**src/rtl/adc_host_pkg.sv**
```systemverilog
package adc_host_pkg;

  typedef enum logic [2:0] {
    ST_IDLE,
    ST_INIT,
    ST_FRAME,
    ST_TAIL,
    ST_GAP
  } host_state_t;

endpackage

```
**src/rtl/adc_sclk_gen.sv**
```systemverilog
// Serial clock divider: toggles every DIV_HALF system clocks while run_i is high
module adc_sclk_gen #(
  parameter int DIV_HALF = 4
) (
  input  logic clk,
  input  logic rst,
  input  logic run_i,
  output logic sclk_o,
  output logic fall_o
);

  localparam int DW = (DIV_HALF > 1) ? $clog2(DIV_HALF) : 1;
  localparam logic [DW-1:0] DIV_LAST = DW'(DIV_HALF - 1);

  logic [DW-1:0] div_q;
  logic          wrap;

  assign wrap   = run_i && (div_q == DIV_LAST);
  // falling edge happens at the clock edge where a high sclk wraps
  assign fall_o = wrap && sclk_o;

  always_ff @(posedge clk) begin
    if (rst || !run_i) begin
      div_q  <= '0;
      sclk_o <= 1'b0;
    end else if (wrap) begin
      div_q  <= '0;
      sclk_o <= ~sclk_o;
    end else begin
      div_q  <= div_q + 1'b1;
    end
  end

endmodule

```
**src/rtl/adc_rx_shift.sv**
```systemverilog
// Registers the serial input, shifts it MSB first and presents finished words
module adc_rx_shift #(
  parameter int              W        = 16,
  parameter logic [W-1:0]    ERR_WORD = 16'hFF00
) (
  input  logic         clk,
  input  logic         rst,
  input  logic         sdi_i,
  input  logic         shift_i,
  input  logic         last_i,
  input  logic         keep_i,
  output logic [W-1:0] word_o,
  output logic         valid_o,
  output logic         err_o
);

  logic         sdi_q;
  logic [W-1:0] sr_q;
  logic         pend_q;

  always_ff @(posedge clk) begin
    if (rst) begin
      sdi_q   <= 1'b0;
      sr_q    <= '0;
      pend_q  <= 1'b0;
      word_o  <= '0;
      valid_o <= 1'b0;
      err_o   <= 1'b0;
    end else begin
      sdi_q   <= sdi_i;
      if (shift_i) sr_q <= {sr_q[W-2:0], sdi_q};
      pend_q  <= last_i && keep_i;
      valid_o <= pend_q;
      err_o   <= pend_q && (sr_q == ERR_WORD);
      if (pend_q) word_o <= sr_q;
    end
  end

  // a delivered word is strobed for one cycle only
  p_valid_single_r8: assert property (@(posedge clk) disable iff (rst)
    valid_o |=> !valid_o);

  // the error flag only accompanies a delivered reserved word
  p_err_word_r9: assert property (@(posedge clk) disable iff (rst)
    err_o |-> (valid_o && word_o == ERR_WORD));

endmodule

```
**src/rtl/adc_frame_host.sv**
```systemverilog
// Frame sequencer for a 16-bit serial converter: init frame, discard, read frames
module adc_frame_host
  import adc_host_pkg::*;
#(
  parameter int DIV_HALF    = 4,
  parameter int INIT_EDGES  = 4,
  parameter int FRAME_EDGES = 24,
  parameter int WORD_W      = 16,
  parameter int GAP_CYC     = 300
) (
  input  logic              clk,
  input  logic              rst,
  input  logic              start_i,
  input  logic              cont_i,
  input  logic              sdi_i,
  output logic              sclk_o,
  output logic              cs_n_o,
  output logic [WORD_W-1:0] word_o,
  output logic              valid_o,
  output logic              err_o
);

  localparam int EW   = $clog2(FRAME_EDGES + 1);
  localparam int GMAX = (GAP_CYC > DIV_HALF) ? GAP_CYC : DIV_HALF;
  localparam int GW   = $clog2(GMAX + 1);
  localparam logic [EW-1:0] INIT_LAST  = EW'(INIT_EDGES - 1);
  localparam logic [EW-1:0] FRAME_LAST = EW'(FRAME_EDGES - 1);
  localparam logic [EW-1:0] WORD_LAST  = EW'(WORD_W - 1);
  localparam logic [EW-1:0] WORD_CNT   = EW'(WORD_W);
  localparam logic [GW-1:0] TAIL_LOAD  = GW'(DIV_HALF - 1);
  localparam logic [GW-1:0] GAP_LOAD   = GW'(GAP_CYC - 1);
  localparam logic [GW-1:0] GAP_FULL   = GW'(GAP_CYC);
  localparam logic [WORD_W-1:0] ERR_WORD = WORD_W'(16'hFF00);

  host_state_t   state_q;
  logic          cs_n_q;
  logic          inited_q;
  logic          primed_q;
  logic [EW-1:0] edge_q;
  logic [GW-1:0] gcnt_q;
  logic          run_w;
  logic          sclk_w;
  logic          fall_w;
  logic [EW-1:0] last_idx;
  logic          in_frame;

  assign in_frame = (state_q == ST_FRAME);
  assign run_w    = (state_q == ST_INIT) || in_frame;
  assign last_idx = (state_q == ST_INIT) ? INIT_LAST : FRAME_LAST;

  adc_sclk_gen #(.DIV_HALF(DIV_HALF)) u_sclk (
    .clk    (clk),
    .rst    (rst),
    .run_i  (run_w),
    .sclk_o (sclk_w),
    .fall_o (fall_w)
  );

  adc_rx_shift #(.W(WORD_W), .ERR_WORD(ERR_WORD)) u_rx (
    .clk     (clk),
    .rst     (rst),
    .sdi_i   (sdi_i),
    .shift_i (in_frame && fall_w && (edge_q < WORD_CNT)),
    .last_i  (in_frame && fall_w && (edge_q == WORD_LAST)),
    .keep_i  (primed_q),
    .word_o  (word_o),
    .valid_o (valid_o),
    .err_o   (err_o)
  );

  always_ff @(posedge clk) begin
    if (rst) begin
      state_q  <= ST_IDLE;
      cs_n_q   <= 1'b1;
      inited_q <= 1'b0;
      primed_q <= 1'b0;
      edge_q   <= '0;
      gcnt_q   <= '0;
    end else begin
      case (state_q)
        ST_IDLE: begin
          if (start_i || cont_i) begin
            cs_n_q  <= 1'b0;
            edge_q  <= '0;
            state_q <= inited_q ? ST_FRAME : ST_INIT;
          end
        end
        ST_INIT, ST_FRAME: begin
          if (fall_w) begin
            edge_q <= edge_q + 1'b1;
            if (edge_q == last_idx) begin
              state_q <= ST_TAIL;
              gcnt_q  <= TAIL_LOAD;
              if (in_frame) primed_q <= 1'b1;
              else          inited_q <= 1'b1;
            end
          end
        end
        ST_TAIL: begin
          if (gcnt_q == '0) begin
            cs_n_q  <= 1'b1;
            state_q <= ST_GAP;
            gcnt_q  <= GAP_LOAD;
          end else begin
            gcnt_q <= gcnt_q - 1'b1;
          end
        end
        ST_GAP: begin
          if (gcnt_q == '0) begin
            if (!primed_q || cont_i) begin
              cs_n_q  <= 1'b0;
              edge_q  <= '0;
              state_q <= ST_FRAME;
            end else begin
              state_q <= ST_IDLE;
            end
          end else begin
            gcnt_q <= gcnt_q - 1'b1;
          end
        end
        default: state_q <= ST_IDLE;
      endcase
    end
  end

  assign cs_n_o = cs_n_q;
  assign sclk_o = sclk_w;

  // checker state: cycles chip select has been high, saturating at GAP_CYC
  logic [GW-1:0] hi_cnt_q;
  logic          seen_frame_q;
  always_ff @(posedge clk) begin
    if (rst) begin
      hi_cnt_q     <= '0;
      seen_frame_q <= 1'b0;
    end else if (!cs_n_q) begin
      hi_cnt_q     <= '0;
      seen_frame_q <= 1'b1;
    end else if (hi_cnt_q != GAP_FULL) begin
      hi_cnt_q <= hi_cnt_q + 1'b1;
    end
  end

  // conversion wait honoured before every later chip-select fall
  p_conv_gap_r6: assert property (@(posedge clk) disable iff (rst)
    ($fell(cs_n_q) && seen_frame_q) |-> (hi_cnt_q == GAP_FULL));

  // the divider never leaves the clock high outside a frame
  p_sclk_idle_r2: assert property (@(posedge clk) disable iff (rst)
    cs_n_q |-> !sclk_w);

  // the edge counter never runs past a frame
  p_edge_bound_r4: assert property (@(posedge clk) disable iff (rst)
    in_frame |-> (edge_q < EW'(FRAME_EDGES)));

  // nothing is delivered before the discard frame completed
  p_no_early_word_r7: assert property (@(posedge clk) disable iff (rst)
    valid_o |-> primed_q);

endmodule

```
**config.mk**
```make
export PLATFORM = sky130hd
export DESIGN_NAME = adc_frame_host
export DESIGN_NICKNAME = d
export VERILOG_FILES = /design/src/rtl/adc_host_pkg.sv /design/src/rtl/adc_sclk_gen.sv /design/src/rtl/adc_rx_shift.sv /design/src/rtl/adc_frame_host.sv
export SDC_FILE = /design/constraint.sdc
export NUM_CORES = 1
export LEC_CHECK = 0
export BUFFER_PORTS_ARGS = -buffer_cell sky130_fd_sc_hd__buf_2
export CORE_MARGIN = 2
export CORE_UTILIZATION = 58
export DETAILED_ROUTE_END_ITERATION = 8
export GPL_TIMING_DRIVEN = 1
export PLACE_DENSITY = 0.8
export SYNTH_ARGS = -nofsm -noshare
export SYNTH_HDL_FRONTEND = slang
export SYNTH_SLANG_ARGS = --single-unit
```
**constraint.sdc**
```tcl
create_clock -name clk -period 2.62 [get_ports clk]
set_input_delay 0.393 -clock clk [delete_from_list [all_inputs] [get_ports clk]]
set_output_delay 0.393 -clock clk [all_outputs]
set_load 0.03 [all_outputs]
```
Word-level counts from Yosys, hierarchy flattened
Cells that the tools add are included.
{ "totals": {"register_bits": 59, "inputBits": 5} }
{ "classes": {"n_addsub": 3, "n_lt_le_gt_ge": 1, "n_eq_ne": 15, "n_mux": 24, "n_bitwise": 2, "n_reduce_logical": 26} }
{ "ops": {"columns": ["op", "n"], "rows": [
  ["$mux 9", 4],
  ["$pmux 9 s3", 1],
  ["$mux 5", 5],
  ["$eq 16x16->1 const B", 1],
  ["$mux 3", 5],
  ["$pmux 5 s3", 1],
  ["$reduce_and 5->1", 3],
  ["$ne 2x2->1 const B", 7],
  ["$pmux 3 s4", 1],
  ["$reduce_and 4->1", 3],
  ["$logic_not 9->1", 1],
  ["$reduce_bool 3->1", 3],
  ["$sub 9x1->9 const B", 1],
  ["$logic_and 1x1->1", 7],
  ["$eq 3x2->1 const B", 2],
  ["$add 5x1->5 const B", 1],
  ["$eq 5x4->1 const B", 1],
  ["$eq 5x5->1", 1],
  ["$lt 5x5->1 const B", 1],
  ["$logic_or 1x1->1", 4],
  ["$mux 1", 4],
  ["$mux 2", 2],
  ["$reduce_or 2->1", 2],
  ["$eq 3x1->1 const B", 1],
  ["7 further kinds", 9]
]} }

Logic depth before layout (Yosys ltp)
Gate-level depths: netlist of run 1.
{ "depth": {"ltp_word": 7, "ltp_mapped": 6, "ltp_nobuf": 6} }

By module
Synthesis of run 1 repeated with hierarchy kept, for this count alone.
{ "hier_totals": {"hier_cells": 288, "area_unflattened_um2": 2772.7} }
{ "modules_own_cells": {"columns": ["module", "instances", "cells_per_inst", "area_per_inst_um2", "seq_area_each_um2"], "rows": [
  ["adc_frame_host", 1, 159, 1336.3, 400.4],
  ["adc_rx_shift", 1, 119, 1317.5, 720.7],
  ["adc_sclk_gen", 1, 10, 118.9, 60.1]
]} }

Least setup slack after synthesis of run 1
Ideal clock, no wire load.
{ "synth_timing": {"path_type": "register to register", "from": "reg gcnt_q[0]", "to": "reg gcnt_q[3]", "t_arrival_ps": 1776, "slack_ps": 741, "path_stages_with_launch": 7, "path_buffers": 0, "synth_period_minus_slack_ps": 1879, "cell_sequence": "dfxtp_1 -> inv_1 -> ha_1 -> or4b_1 -> nor3_4 -> nor3_1 -> a2111oi_2"} }
{ "synth_via": {"elab_chain_cells": 3, "word_cells_on_any_way": 7, "classes_between": "add/sub: 1; eq/ne: 1; mux: 3; reduce/logical: 2"} }
{ "synth_rtl": {"columns": ["element", "line", "rtl"], "rows": [
  ["start: declaration", "adc_frame_host.sv:40", "logic [GW-1:0] gcnt_q;"],
  ["start signal: assignment", "adc_frame_host.sv:105", "gcnt_q <= gcnt_q - 1'b1;"],
  ["start signal: assignment", "adc_frame_host.sv:118", "gcnt_q <= gcnt_q - 1'b1;"],
  ["$sub 9x1->9 or $logic_not 9->1 (tied branches)", null, null],
  ["$mux 9 (tied with other cells)", "adc_frame_host.sv:109", "if (gcnt_q == '0) begin"],
  ["$pmux 9 s3 or $reduce_and 4->1 (tied branches)", null, null]
]} }
Several ways; a longest one is shown, not always the timed one. The select of a mux whose other input is x is not followed.
A chain may end at the register's enable or synchronous reset.

Final worst setup path of run 1
{ "layout_timing": {"from": "reg gcnt_q[0]", "to": "reg gcnt_q[5]"} }
Same word-level chain as after synthesis.

==> impl_results.md, run 1 <==
* Status: finished, final reports clean
* Pint at 1.66 mW
* Netlist cell types at 52
* Setup CP Type: register to register
* CTS Buf Count at 9
* DRT iter0 DRCs at 207
* DRT Pass-1 Iters at 4
* Syn nets at 301
* Num rows at 24
* Clock-pin slew of the registers on the worst-case setup and hold paths at 0.07 ns
* Register area share after synthesis at 0.438
* Max-slew violations at 0
* Fmax at 466 MHz
* Detailed-route wire length per cell at 14.8 microns
* Setup WS post-layout at 0.476 ns
* DRT Wirelength at 5500 microns
* Hold buffer count at CTS at 0
* Most frequent cells in the layout: dfxtp_1, nor2_1, mux2i_1
* GPL Wtd Cong at 0.825
* Crit path time final at 2.14 ns
* Post-synthesis compound-gate area fraction at 0.143
* #FFs+latches synth at 59
* Clock tree sinks at 59
* Asr flop ratio synth at 0
* CP Data Required Time at 2.84 ns
* Yosys warns at 0
* Post-Place Setup Slack at 0.539 ns
* Post-Synth XOR/XNOR Area at 0.00650
* Cell Pwr Density at 853 nW/um^2
* Post-CTS Setup Inserts at 0
* CP arrival at 2.36 ns
* Effective utilization at floorplan at 0.611
* Ant. Diodes at 0
* Initial antenna violation count at 0
* Antenna viol nets, final at 0
* Tightest Hold Check Type: input pin to register
* Multiplexer share of the synthesized area at 0.119
* Nature of the critical path startpoint: register
* Synth Area per Inst at 9.23 sq um
* GR Util All Layers at 0.232
* Seq pwr share at 0.409
* Switching pwr at 922 uW
* Nets at 324
* Final cell count without fillers at 372
* Top FF cell, synth: dfxtp_1
* Commonest non-fill, non-tap cell in the layout: dfxtp_1
* # setup viols final at 0
* Kind of end point of the critical path: register
* Inst Count DP at 356
* Worst slew pin tran at 0.754 ns
* Via count at 2198
* Clock Path Buffers at 2
* Grt total ovfl at 0
* Final Skew at 0.0110 ns
* CTS tree: built
* Setup_tns at 0 ns
* Vias in the first global route at 2011
* Worst vdd ir at 488 uV
* Simple-gate share of the synthesized area at 0.237
* Vias per cell at 5.91
* Mapped cell area at 2700 sq um
* Clk pwr share at 0.322
* Design Power at 2.58 mW
* Sw Share at 0.357
* Fin. Hold Viols at 0
* H-tree Lvls at 3
* Crit Path Max Fanout at 8
* Max_slew headroom at 0.497
* DR DRC count at 0
* Synth Instances at 292
* Post-DP HPWL at 3640 microns
* Clk_lat worst skew at 0.34 ns
* Adder-Cell Fraction of Synth Area at 0.0186
* Area Overhead vs Synth at 12.4%
* Die width at 72.2 microns
* Max_cap viols at 0
* Final period util at 0.818
* Largest family of logic cells by synthesized area: simple AND/OR/NAND/NOR gates
* # resized after CTS at 0
* I/O Pins at 25
* EDFF count, synth at 0
* Clock Tree Root: clkbuf_8
* RSZ-0062 raised after global routing: no
* Port Buffers at 24
* Gate power share at 0.269
* Layout cells sized above 1 at 0.169
* Leakage power at 1.11 nW
* Die area at 5210 sq um
* Die Y-Extent at 72.2 microns
* First-pass GRT wire length at 9460 microns
* Pin count of the biggest net entering global routing at 41
* Core Area at 4410 sq um
## final timing paths
| check | cells after the start | from | to | slack (ns) |
|---|---|---|---|---|
| setup / recovery | 6 | gcnt_q[0]$_SDFFE_PP0P_ | gcnt_q[5]$_SDFFE_PP0P_ | 0.48 |
| hold / removal | 2 | sdi_i | u_rx.sdi_q$_SDFF_PP0_ | 0.27 |
| setup reg to reg | 6 | gcnt_q[0]$_SDFFE_PP0P_ | gcnt_q[5]$_SDFFE_PP0P_ | 0.48 |
| hold reg to reg | 1 | u_sclk.div_q[0]$_SDFF_PP0_ | u_sclk.div_q[0]$_SDFF_PP0_ | 0.43 |
## per-layer routing
layer  vias up  global-route usage  wire [microns]
li1       1120                   -               -
met1      1023               0.324            2710
met2        46               0.346            2490
met3         9              0.0458             217
met4         0               0.107              83
met5         -                   0               0
## state kept, by name, indices dropped and copies added, names as in the netlist
name and cells:
u_rx.err_o 1, u_rx.word_o 16, primed_q 1, u_rx.valid_o 1, edge_q 5, u_rx.pend_q 1
u_rx.sdi_q 1, inited_q 1, gcnt_q 9, state_q 3, cs_n_o 1, u_rx.sr_q 16
u_sclk.div_q 2, u_sclk.sclk_o 1
## metrics by stage
stage	hold slack, ns	util	cell area (sq um)
6_report	0.266	0.686	3030
5_1_grt	0.258	0.686	3030
4_1_cts	0.256	0.686	3030
3_5_place_dp	0.423	0.641	2830
3_3_place_gp	0.414	0.641	2830
2_1_floorplan	0.405	-	2700
## synthesized netlist by cell type, types with 2 or more instances
cell | number | area (sq um)
dfxtp_1 | 59 | 1180
nor2_1 | 51 | 191
mux2i_1 | 32 | 320
nand2_1 | 16 | 60.1
o21ai_0 | 11 | 55.1
a21oi_1 | 10 | 50.1
clkbuf_1 | 8 | 30.0
nor4_1 | 8 | 50.1
nor3_1 | 7 | 35.0
a31oi_1 | 6 | 37.5
inv_1 | 6 | 22.5
a311oi_1 | 5 | 43.8
a211oi_1 | 4 | 30.0
ha_1 | 4 | 50.1
nor4b_1 | 4 | 35.0
buf_1 | 3 | 11.3
nand3_1 | 3 | 15.0
nand4_1 | 3 | 18.8
nor2b_1 | 3 | 18.8
o211ai_1 | 3 | 22.5
or3b_2 | 3 | 26.3
or4_1 | 3 | 22.5
a2111oi_2 | 2 | 30.0
a211o_1 | 2 | 17.5
buf_2 | 2 | 10.0
buf_6 | 2 | 22.5
nand3b_1 | 2 | 15.0
nand4b_1 | 2 | 17.5
nor3_4 | 2 | 32.5
o21a_1 | 2 | 15.0
o31ai_1 | 2 | 15.0
xnor2_1 | 2 | 17.5
## cell families after synthesis
| family | count (synthesis) |
|---|---|
| adders and majority gates | 4 |
| DFF | 59 |
| AOI/OAI and AO/OA | 54 |
| buffers and inverters | 22 |
| muxes | 32 |
| and+or+nand+nor | 119 |
| xor gates and xnor gates | 2 |
## critical path: stages (launching register included)
cell and delay (ns):
dfxtp_1 0.34, inv_1 0.07, ha_1 0.21, or4b_1 0.61, o21ai_4 0.25, nand3_4 0.16, a2111oi_2 0.39
## power by group through the flow
stage	registers (mW)	clock network [mW]	logic, mW
2_1_floorplan	1.03	0	0.601
3_3_place_gp	1.07	0	0.671
3_5_place_dp	1.08	0	0.681
4_1_cts	1.05	0.841	0.687
5_1_grt	1.07	0.882	0.778
6_report	1.06	0.833	0.695
## area by class of cell
| class | instances | area [sq um] |
|---|---|---|
| multi-input combinational | 211 | 1410 |
| fill | 361 | 1390 |
| sequential | 59 | 1180 |
| timing repair buffer | 28 | 150 |
| clock buffer | 9 | 124 |
| clock inverter | 7 | 76.3 |
| tap | 52 | 65.1 |
| inverter | 6 | 22.5 |
Note: power is estimated with default switching activity, not from simulation.
==> inputs of run 2 (changes only) <==
- CORE_UTILIZATION: 58 -> 53
- PLACE_DENSITY: 0.8 -> 0.77
- clock period: 2.62 -> 1.8 ns (I/O delays scaled with it)
==> run 2 against run 1 <==
Compared with the run above: the run now ends with negative setup slack left; die area up 8.9%; core utilization is 2.5 points higher; cell count is 13% higher; sequential power rose by 38%; worst hold slack worse by 0.12 ns; first-iteration DRC count fell by 41%; register-to-register slack got worse by 0.53 ns; sequential share of layout area fell by 4.4 points; critical endpoint is now gcnt_q[2]$_SDFFE_PP0P_; largest cell class unchanged.
==> impl_results.md, run 2 (synthesis gave the netlist of run 1 again) <==
* Status: complete, but fails checks
* Failing checks: negative setup slack
* Die Y-Extent at 75.3 microns (+4.4%)
* Fmax at 539 MHz (+16%)
* Post-DP HPWL at 4140 microns (+14%)
* Area Overhead vs Synth at 27.1%
* Final cell count without fillers at 421 (+13%)
* Crit path time final at 1.85 ns (-0.290 ns)
* First-pass GRT wire length at 9980 microns (+5.5%)
* Most frequent cells in the layout: dfxtp_1, nor2_1, buf_4
* Clock Path Buffers at 2 (unchanged)
* Antenna viol nets, final at 0 (unchanged)
* Num rows at 25 (+4.2%)
* RSZ-0062 raised after global routing: yes
* Clock Tree Root: clkbuf_8
* CTS Buf Count at 9 (unchanged)
* Nature of the critical path startpoint: register
* CP Data Required Time at 2.06 ns (-0.78 ns)
* Fin. Hold Viols at 0 (unchanged)
* Via count at 2405 (+9.4%)
* DRT Wirelength at 6190 microns (+13%)
* Max stage delay on crit path at 0.52 ns (-0.09 ns)
* Clk_lat worst skew at 0.34 ns (about the same)
* H-tree Lvls at 3 (unchanged)
* CTS tree: built
* Grt total ovfl at 0 (unchanged)
* Max_slew headroom at 0.646 (+0.148)
* Setup CP Type: register to register
* Pin count of the biggest net entering global routing at 25 (-39%)
* Crit Path Max Fanout at 8 (unchanged)
* Inst Count DP at 402 (+13%)
* GPL Wtd Cong at 0.882 (+7.0%)
* Setup_tns at -0.315 ns (-0.315 ns)
* Vias in the first global route at 2219 (+10%)
* Die width at 75.3 microns (+4.4%)
* Worst slew pin tran at 0.527 ns (-0.227 ns)
* Leakage power at 1.32 nW (+19%)
* Design Area, Final at 3430 sq um (+13%)
* Final Skew at 0.00679 ns (-0.00426 ns)
* Layout cells sized above 1 at 0.282 (+0.114)
* Max_cap viols at 0 (unchanged)
* Max-slew violations at 0 (unchanged)
* Nets at 359 (+11%)
* Crit-path leading delay family: simple AND/OR/NAND/NOR gates
* Effective utilization at floorplan at 0.559 (-0.0511)
* Top Registers: u_rx.sr_q (16), u_rx.word_o (16), gcnt_q (9)
* Design Power at 4.36 mW (+69%)
* # setup viols final at 9 (+9)
* Final period util at 1.03 (+0.212)
* Critical path's slowest cell: or4b_4
* DRT iter0 DRCs at 123 (-41%)
* Fill count at 358 (-0.83%)
* Cell Pwr Density at 1270 nW/um^2 (+49%)
* Die area at 5670 sq um (+8.9%)
* Tightest Hold Check Type: input pin to register
* Hold buffer count at CTS at 0 (unchanged)
* Kind of end point of the critical path: register
* Initial antenna violation count at 0 (unchanged)
* DP Area at 3100 sq um (+9.5%)
* Detailed-route wire length per cell at 14.7 microns (-0.54%)
* Clock-pin slew of the registers on the worst-case setup and hold paths at 0.07 ns (about the same)
* Vias per cell at 5.71 (-3.3%)
* Clock tree sinks at 59 (unchanged)
* Critical-path cell list: inv_2 -> ha_4 -> or4b_4 -> o21ai_4 -> nand3_4 -> buf_4 -> a211oi_1
* Worst vdd ir at 865 uV (+77%)
* Commonest non-fill, non-tap cell in the layout: dfxtp_1
* DR DRC count at 0 (unchanged)
* Worst path buffer plus inverter count at 2 (+1)
* Ant. Diodes at 0 (unchanged)
* Setup WS post-layout at -0.0541 ns (-0.530 ns)
* I/O Pins at 25 (unchanged)
* Core Area at 4820 sq um (+9.1%)
* Port Buffers at 24 (unchanged)
* CP arrival at 2.11 ns (-0.25 ns)
* GR Util All Layers at 0.232 (+0.000980)
* DRT Pass-1 Iters at 5 (+1)
[run 2: what timing repair did]
| item | 4_1_cts | 5_1_grt |
|---|---|---|
| setup endpoints to repair | 16 | 13 |
| buffers inserted | 2 | 2 |
| gates resized for setup | 13 | 5 |
| pin swaps | 2 | 4 |
[run 2: worst paths after layout]
path	startpoint	end	slack, ns	cells past startpoint
setup / recovery	gcnt_q[0]$_SDFFE_PP0P_	gcnt_q[2]$_SDFFE_PP0P_	-0.05	7
hold / removal	sdi_i	u_rx.sdi_q$_SDFF_PP0_	0.15	2
setup reg to reg	gcnt_q[0]$_SDFFE_PP0P_	gcnt_q[2]$_SDFFE_PP0P_	-0.05	7
hold reg to reg	u_sclk.div_q[0]$_SDFF_PP0_	u_sclk.div_q[0]$_SDFF_PP0_	0.43	1
[run 2: power by group]
part           internal (mW)  leakage (nW)  switching (mW)
Clock                  0.847         0.115           0.526
Combinational          0.674         0.731           0.846
Sequential              1.39         0.478          0.0735
Total                   2.91          1.32            1.45
[run 2: per-layer routing]
| layer | global-route usage | vias up | wire length, microns |
|---|---|---|---|
| met5 | 0 | - | 0 |
| met4 | 0.0916 | 0 | 131 |
| met3 | 0.0860 | 14 | 314 |
| met2 | 0.365 | 56 | 2950 |
| met1 | 0.291 | 1137 | 2790 |
| li1 | - | 1198 | - |
[run 2: worst reg2reg max path, cell delays in order (launching register included)]
cell      delay, ns
dfxtp_2        0.32
inv_2          0.06
ha_4           0.13
or4b_4         0.52
o21ai_4        0.20
nand3_4        0.17
buf_4          0.18
a211oi_1       0.18
[run 2: per-stage QoR]
| step | hold slack (ns) | setup slack [ns] | utilization |
|---|---|---|---|
| after floorplan | 0.353 | 0.00401 | - |
| after global placement | 0.416 | -0.0628 | 0.643 |
| after detailed placement | 0.426 | -0.109 | 0.643 |
| after CTS | 0.141 | -0.0359 | 0.705 |
| after global routing | 0.128 | -0.139 | 0.711 |
| final | 0.146 | -0.0541 | 0.711 |
[run 2: area by class of cell]
class / instances / area (sq um) / area share
multi-input cells: 211 / 1480 / 0.432
flip-flops and latches: 59 / 1180 / 0.346
repair buffers: 63 / 429 / 0.125
clock buffers: 11 / 151 / 0.0442
well taps: 67 / 83.8 / 0.0245
clock inverters: 4 / 73.8 / 0.0215
inverters: 6 / 22.5 / 0.00657
